**config.mk**
```make
export PLATFORM = sky130hd
export DESIGN_NAME = bitrate_gen
export DESIGN_NICKNAME = d
export VERILOG_FILES = /design/src/rtl/bitrate_pkg.sv /design/src/rtl/bitrate_ctrl.sv /design/src/rtl/bitrate_dp.sv /design/src/rtl/bitrate_gen.sv
export SDC_FILE = /design/constraint.sdc
export NUM_CORES = 1
export LEC_CHECK = 0
export ABC_CLOCK_PERIOD_IN_PS = 6400
export BUFFER_PORTS_ARGS = -buffer_cell sky130_fd_sc_hd__buf_2
export CAP_MARGIN = 10
export CORE_ASPECT_RATIO = 1.2
export CORE_MARGIN = 3
export CORE_UTILIZATION = 50
export CTS_CLUSTER_DIAMETER = 30
export DETAILED_ROUTE_END_ITERATION = 16
export PLACE_DENSITY = 0.74
export SLEW_MARGIN = 20
export SYNTH_ARGS = -nofsm -noshare
export SYNTH_HDL_FRONTEND = slang
export SYNTH_SLANG_ARGS = --single-unit
export TNS_END_PERCENT = 10
```
**constraint.sdc**
```tcl
create_clock -name clk -period 6.4 [get_ports clk]
set_clock_uncertainty 0.05 [all_clocks]
set_input_delay 1.28 -clock clk [delete_from_list [all_inputs] [get_ports clk]]
set_output_delay 1.28 -clock clk [all_outputs]
set_load 0.01 [all_outputs]
```
**src/rtl/bitrate_pkg.sv**
```systemverilog
package bitrate_pkg;
  localparam int RATE_W = 8;
  localparam int DIV_W  = 8;
  localparam int TO_W   = 16;
  localparam int REG_W  = TO_W + DIV_W + RATE_W;
  localparam int HALF_W = DIV_W - 1;

  // Control to datapath: one restart strobe plus the decoded stage limits.
  typedef struct packed {
    logic              restart;
    logic [HALF_W-1:0] halfDiv;
    logic [RATE_W-1:0] rateMax;
  } bitrate_strobe_t;
endpackage

```
**src/rtl/bitrate_ctrl.sv**
```systemverilog
module bitrate_ctrl
  import bitrate_pkg::*;
#(
  parameter int PRESCALE_LOG2 = 12
) (
  input  logic             clk,
  input  logic             rstN,
  input  logic             timingWe,
  input  logic [REG_W-1:0] timingWdata,
  input  logic             waitData,
  output bitrate_strobe_t  strobe,
  output logic             timeoutHit
);
  localparam int TO_LSB  = RATE_W + DIV_W;
  localparam int DIV_LSB = RATE_W + 1;

  logic [REG_W-1:0]         timingReg;
  logic [HALF_W-1:0]        divUpper;
  logic [TO_W-1:0]          toField;
  logic [PRESCALE_LOG2-1:0] prescale;
  logic [TO_W-1:0]          toCnt;

  always_ff @(posedge clk) begin
    if (!rstN)         timingReg <= '0;
    else if (timingWe) timingReg <= timingWdata;
  end

  // Bit 0 of the divide field is dropped, so the divide is always even.
  assign divUpper = timingReg[DIV_LSB +: HALF_W];
  assign toField  = timingReg[TO_LSB +: TO_W];

  always_comb begin
    strobe.restart = timingWe;
    strobe.halfDiv = (divUpper == '0) ? HALF_W'(1) : divUpper;
    strobe.rateMax = timingReg[0 +: RATE_W];
  end

  // Timeout: prescaler of 2^PRESCALE_LOG2 clocks feeding a down-counter.
  always_ff @(posedge clk) begin
    if (!rstN) begin
      prescale   <= '0;
      toCnt      <= '0;
      timeoutHit <= 1'b0;
    end else if (timingWe) begin
      prescale   <= '0;
      toCnt      <= timingWdata[TO_LSB +: TO_W];
      timeoutHit <= 1'b0;
    end else if (!waitData) begin
      prescale   <= '0;
      toCnt      <= toField;
      timeoutHit <= 1'b0;
    end else if (toField != '0 && toCnt != '0) begin
      prescale <= prescale + PRESCALE_LOG2'(1);
      if (&prescale) begin
        toCnt <= toCnt - TO_W'(1);
        if (toCnt == TO_W'(1)) timeoutHit <= 1'b1;
      end
    end
  end

  // a zero timeout field never lets the flag rise.
  a_r8_disabled_no_hit: assert property (@(posedge clk) disable iff (!rstN)
    (toField == '0) |-> !timeoutHit);
  // waitData low clears the flag at the next edge.
  a_r7_wait_low_clears: assert property (@(posedge clk) disable iff (!rstN)
    !waitData |=> !timeoutHit);
  // the flag only stands once the counter is exhausted.
  a_r6_hit_at_zero: assert property (@(posedge clk) disable iff (!rstN)
    timeoutHit |-> (toCnt == '0));
endmodule

```
**src/rtl/bitrate_dp.sv**
```systemverilog
module bitrate_dp
  import bitrate_pkg::*;
(
  input  logic            clk,
  input  logic            rstN,
  input  bitrate_strobe_t strobe,
  output logic            bitClk,
  output logic            bitTick
);
  logic [HALF_W-1:0] preCnt;
  logic [RATE_W-1:0] rateCnt;
  logic              preWrap;
  logic              rateWrap;

  assign preWrap  = (preCnt == strobe.halfDiv - HALF_W'(1));
  assign rateWrap = (rateCnt == strobe.rateMax);

  always_ff @(posedge clk) begin
    if (!rstN || strobe.restart) begin
      preCnt  <= '0;
      rateCnt <= '0;
      bitClk  <= 1'b0;
      bitTick <= 1'b0;
    end else begin
      bitTick <= 1'b0;
      if (preWrap) begin
        preCnt <= '0;
        if (rateWrap) begin
          rateCnt <= '0;
          bitClk  <= ~bitClk;
          bitTick <= ~bitClk;
        end else begin
          rateCnt <= rateCnt + RATE_W'(1);
        end
      end else begin
        preCnt <= preCnt + HALF_W'(1);
      end
    end
  end

  // the pre-divider never passes its programmed limit.
  a_r2_pre_bound: assert property (@(posedge clk) disable iff (!rstN)
    preCnt < strobe.halfDiv);
  // a tick only comes with a fresh rise of the clock level.
  a_r4_tick_on_rise: assert property (@(posedge clk) disable iff (!rstN)
    bitTick |-> (bitClk && !$past(bitClk)));
  // a write leaves the outputs low on the following cycle.
  a_r5_restart_clears: assert property (@(posedge clk) disable iff (!rstN)
    strobe.restart |=> (!bitClk && !bitTick));
endmodule

```
**src/rtl/bitrate_gen.sv**
```systemverilog
module bitrate_gen
  import bitrate_pkg::*;
#(
  parameter int PRESCALE_LOG2 = 12
) (
  input  logic             clk,
  input  logic             rstN,
  input  logic             timingWe,
  input  logic [REG_W-1:0] timingWdata,
  input  logic             waitData,
  output logic             bitClk,
  output logic             bitTick,
  output logic             timeoutHit
);
  bitrate_strobe_t strobe;

  bitrate_ctrl #(.PRESCALE_LOG2(PRESCALE_LOG2)) u_ctrl (
    .clk         (clk),
    .rstN        (rstN),
    .timingWe    (timingWe),
    .timingWdata (timingWdata),
    .waitData    (waitData),
    .strobe      (strobe),
    .timeoutHit  (timeoutHit)
  );

  bitrate_dp u_dp (
    .clk     (clk),
    .rstN    (rstN),
    .strobe  (strobe),
    .bitClk  (bitClk),
    .bitTick (bitTick)
  );
endmodule

```
# Yosys cells after proc, flatten, opt, wreduce, memory -nomap -nowiden
# Cells that the tools add are included.
# word_totals
elab_cells	42
inputBits	36
output_inout_bits	3
reg_bits	78
# op_classes
n_eq_ne	5
mux	6
addsub	5
bitwise_logic	5
reduce_logical	13
# ops
cell	count
$mux 16	4
$reduce_bool 16->1	2
$eq 16x1->1 const B	1
$sub 16x1->16 const B	1
$reduce_and 14->1	1
$add 12x1->12 const B	1
$reduce_and 12->1	1
$add 8x1->8 const B	1
$eq 8x8->1	1
$mux 8	1
$add 7x1->7 const B	1
$eq 7x7->1	1
$logic_not 7->1	1
$mux 7	1
$sub 7x1->7 const B	1
$ne 3x2->1 const B	2
$reduce_or 3->1	2
$not 1->1	5
$reduce_and 2->1	2
$reduce_or 2->1	1
$logic_and 1x1->1	1
$logic_not 1->1	1
$logic_or 1x1->1	1

# Logic depth before layout (Yosys ltp)
# logic_depth
word_depth	6
depth_mapped	11
depth_no_buf	9

# By module
# A second synthesis with hierarchy kept.
# unflattened
cells_unflattened	473
area_unflattened_um2	4137.7
# by_module_without_submodules
module	instances	seq_area_each_um2	cells_each	area_each_um2
bitrate_ctrl	1	1201.2	347	3044.2
bitrate_dp	1	340.3	126	1093.5

# Worst setup path after synthesis
# No wires, ideal clock.
# synth_timing
kind	input port to flip-flop
start	in timingWe
end	reg u_ctrl.timingReg[0]
setup_ps	128
arrival_time_ps	2544
path_slack_ps	3679
path_stages	5
n_path_buf	3
required_ps	6222
cell_sequence	clkbuf_1 > clkbuf_1 > clkbuf_1 > mux2i_1 > nor2_1
# synth_lines
element	line_no	source
from (decl)	bitrate_gen.sv:8	input logic timingWe,
to (signal assigned)	bitrate_ctrl.sv:25	else if (timingWe) timingReg <= timingWdata;
to (decl)	bitrate_ctrl.sv:17	logic [REG_W-1:0] timingReg;

# Worst setup path after layout
# layout_timing
start	reg u_ctrl.timingReg[13]
end	reg u_dp.rateCnt[0]
# layout_via
elab_chain_cells	4
# layout_lines
element	line_no	source
$logic_not 7->1	bitrate_ctrl.sv:34	strobe.halfDiv = (divUpper == '0) ? HALF_W'(1) : divUpper;
$mux 7 *	bitrate_ctrl.sv:34	
$sub 7x1->7 *	bitrate_dp.sv:15	assign preWrap = (preCnt == strobe.halfDiv - HALF_W'(1));
$eq 7x7->1 *	bitrate_dp.sv:15	
to (signal assigned)	bitrate_dp.sv:33	rateCnt <= rateCnt + RATE_W'(1);
to (decl)	bitrate_dp.sv:11	logic [RATE_W-1:0] rateCnt;
# Mark *: on every way between the ends. The rest lies on a longest branch, timed or not.
# A chain may end at the register's enable or synchronous reset.

==> key figures <==
Status
  • Status: finished, final reports clean

Worst setup path
  • Crit end category: register
  • Kind of critical path: reg2reg
  • CP peak stage delay: 0.64 ns
  • Worst path slowest cell: or4_1
  • Worst path bufs/invs: 0
  • Worst setup SP type: register
  • Crit-path max FO: 12
  • Worst EP arrival: 3.54 ns
  • CP top delay family: simple AND/OR/NAND/NOR gates
  • Worst Path Required: 6.63 ns
  • CP Cell Sequence: nor3_1 > a21oi_1 > ha_1 > xnor2_1 > xnor2_1 > a2111oi_0 > nand4_1 > or4_1 > a21oi_1

STA
  • Setup-failing EPs final: 0
  • Setup TNS: 0 ns
  • Slew Viols, Final: 0
  • RSZ-0062 raised after global routing: no
  • Max-slew headroom: 46.6%
  • Hold Violations, Final: 0
  • Fmax achieved: 302 MHz
  • Period utilisation layout: 51.7%
  • Crit path time final: 3.31 ns
  • Worst-Margin Slew: 0.799 ns

Global route
  • First-pass GRT wire length: 15000 um
  • Vias in the first global route: 3340
  • Global Route Usage Sum: 20.3%
  • Largest net degree at the start of global routing: 51
  • Remaining Overflow, GRT: 0
  • Initial antenna violation count: 0

Yosys
  • Synthesized Nets: 516
  • Post-synthesis cell count: 474
  • Post-synth EDFFs: 0
  • Syn Area/Cell: 8.46 um2
  • Largest area contributor in the netlist: dfxtp_1
  • Largest cells by area after synthesis: dfxtp_1, nor2_1, xnor2_1, mux2i_1, nand2_1
  • Sequential share of the synthesized area: 38.5%
  • Cell with the most instances after synthesis: dfxtp_1
  • Post-Synthesis Cell Area: 4010 um2
  • Top cell type's share of synthesized area: 38.5%
  • Seq cells post-synth: 77
  • Dominant synthesized flop cell: dfxtp_1
  • Share of flip-flops with an asynchronous set or reset: 0%
  • Post-synth top cells: dfxtp_1, nor2_1, nand2_1
  • Unique masters post-synth: 59
  • Ys Warns: 0

Layout
  • Syn-to-layout area delta: 10.8%
  • Final Util: 57.3%
  • Fraction of layout cells with a size suffix above 1: 13.7%
  • Register area: 1540 um2
  • Area occupied by multi-input gates: 2330 um2
  • Nets: 540
  • N_diodes: 0
  • Filler instances: 708
  • Post-Layout Inst Area: 4440 um2

Detailed routing
  • Wire length per cell: 15.0 um
  • Initial DRC count: 178
  • Via density: 5.95
  • ANT nets after route: 0
  • WL final: 8920 um
  • DR vias: 3539
  • Drt drc: 0
  • Drt pass-1 iters: 4

CTS
  • Clock buffer depth: 2
  • Root Buffer: clkbuf_8
  • CTS Sinks: 77
  • Post-CTS Setup Bufs: 0
  • TritonCTS clock tree: done
  • Clock transition at path regs: 0.08 ns
  • Number of hold buffers added after cts: 0
  • Insertion delay to the later sink of the worst-skew pair: 0.35 ns
  • Post-CTS resize count: 0
  • CTS H-tree depth: 3
  • CTS Buf Count: 9

Placed design
  • Placed cell areas: 4210 um2
  • GPL Wtd Cong: 0.851
  • Final HPWL DP: 6290 um
  • Number of I/O port buffers: 37

Die
  • Die X-Extent: 87.7 um
  • # IOs: 39
  • Rows: 35
  • Die area: 9130 um2
  • Die height: 104 um
  • Starting Density: 51.7%
  • CORE AREA: 7750 um2

Run
  • Total of max-cap violations: 0

Pwr
  • VDD IR-drop max: 0.134 mV
  • Static leakage: 1.69 nW
  • PD cells: 248 nW/um2
  • Total power: 1.10 mW

Hold path
  • Worst Hold Class: reg2reg
-- placed cells by master, fill, tap and decap left out, types with 3 or more instances in the layout --
master / netlist / final
xnor2_1: 24 / 24
o21ai_0: 13 / 13
or4_1: 3 / 3
o31ai_1: 4 / 4
buf_2: 1 / 37
nand3b_1: 6 / 6
o31a_1: 4 / 4
a21oi_1: 23 / 23
inv_1: 8 / 8
and3_1: 9 / 9
dfxtp_1: 77 / 77
nor3b_1: 3 / 3
nor2_1: 62 / 62
nor4_1: 6 / 6
and2_1: 4 / 4
ha_1: 6 / 6
o21a_1: 5 / 5
mux2i_1: 19 / 19
clkbuf_8: 0 / 11
nand4_1: 10 / 10
and4_1: 4 / 4
a31oi_1: 6 / 6
o211a_1: 3 / 3
nand3_1: 16 / 16
xor2_1: 11 / 11
nand2_1: 35 / 35
nor3_1: 23 / 22
a32o_1: 6 / 6
nand2b_1: 17 / 17
a211oi_1: 4 / 4
nor2b_1: 5 / 5
-- layout make-up --
type / count / share of cell area [%]
inverters: 8 / 0.676
flip-flops and latches: 77 / 34.7
clock inverters: 4 / 1.58
well taps: 92 / 2.59
multi-input cells: 363 / 52.4
clock buffers: 12 / 3.49
repair buffers: 39 / 4.51
-- kinds of logic after synthesis --
| group | after synthesis | share of synthesized area (%) |
|---|---|---|
| simple gates | 217 | 28.1 |
| buf+inv | 34 | 3.59 |
| mux | 19 | 4.74 |
| compound gates | 86 | 15.6 |
| fa+ha+maj | 6 | 1.87 |
| xor+xnor | 35 | 7.65 |
| flops | 77 | 38.5 |
-- power breakdown --
group / internal [mW] / switching [mW]
Combinational: 0.0695 / 0.0971
Clock: 0.240 / 0.175
Sequential: 0.499 / 0.0223
-- layer usage --
layer | GRT usage (%) | up-vias | part of all wire, %
li1 | - | 1739 | -
met1 | 24.8 | 1699 | 42
met2 | 33.6 | 81 | 51
met3 | 3.80 | 20 | 4.4
met4 | 9.54 | 0 | 2.8
met5 | 0 | - | 0
-- worst paths after layout --
kind                                     endpoint  slack [ns]                  from  depth (start not counted)
worst min register to register  u_ctrl.timeoutHit        0.44     u_ctrl.timeoutHit                          1
worst min-delay path            u_ctrl.timeoutHit        0.44     u_ctrl.timeoutHit                          1
worst max register to register    u_dp.rateCnt[0]        3.09  u_ctrl.timingReg[13]                          9
worst max-delay path              u_dp.rateCnt[0]        3.09  u_ctrl.timingReg[13]                          9
-- state kept, by name, summed over array words and instances, names as in the netlist --
signal and cells:
u_ctrl.timingReg 31, u_ctrl.toCnt 16, u_ctrl.prescale 12, u_dp.rateCnt 8
u_dp.preCnt 7, u_ctrl.timeoutHit 1, u_dp.bitClk 1, u_dp.bitTick 1
-- stage by stage --
step           hold WS, ns  setup WS, ns  instances
5_1_grt              0.464          2.72        595
2_1_floorplan        0.408          3.68        474
3_5_place_dp         0.433          2.93        579
4_1_cts              0.447          2.91        595
6_report             0.445          3.09        595
3_3_place_gp         0.418          3.05        579
Note: power is estimated with default switching activity, not from simulation.
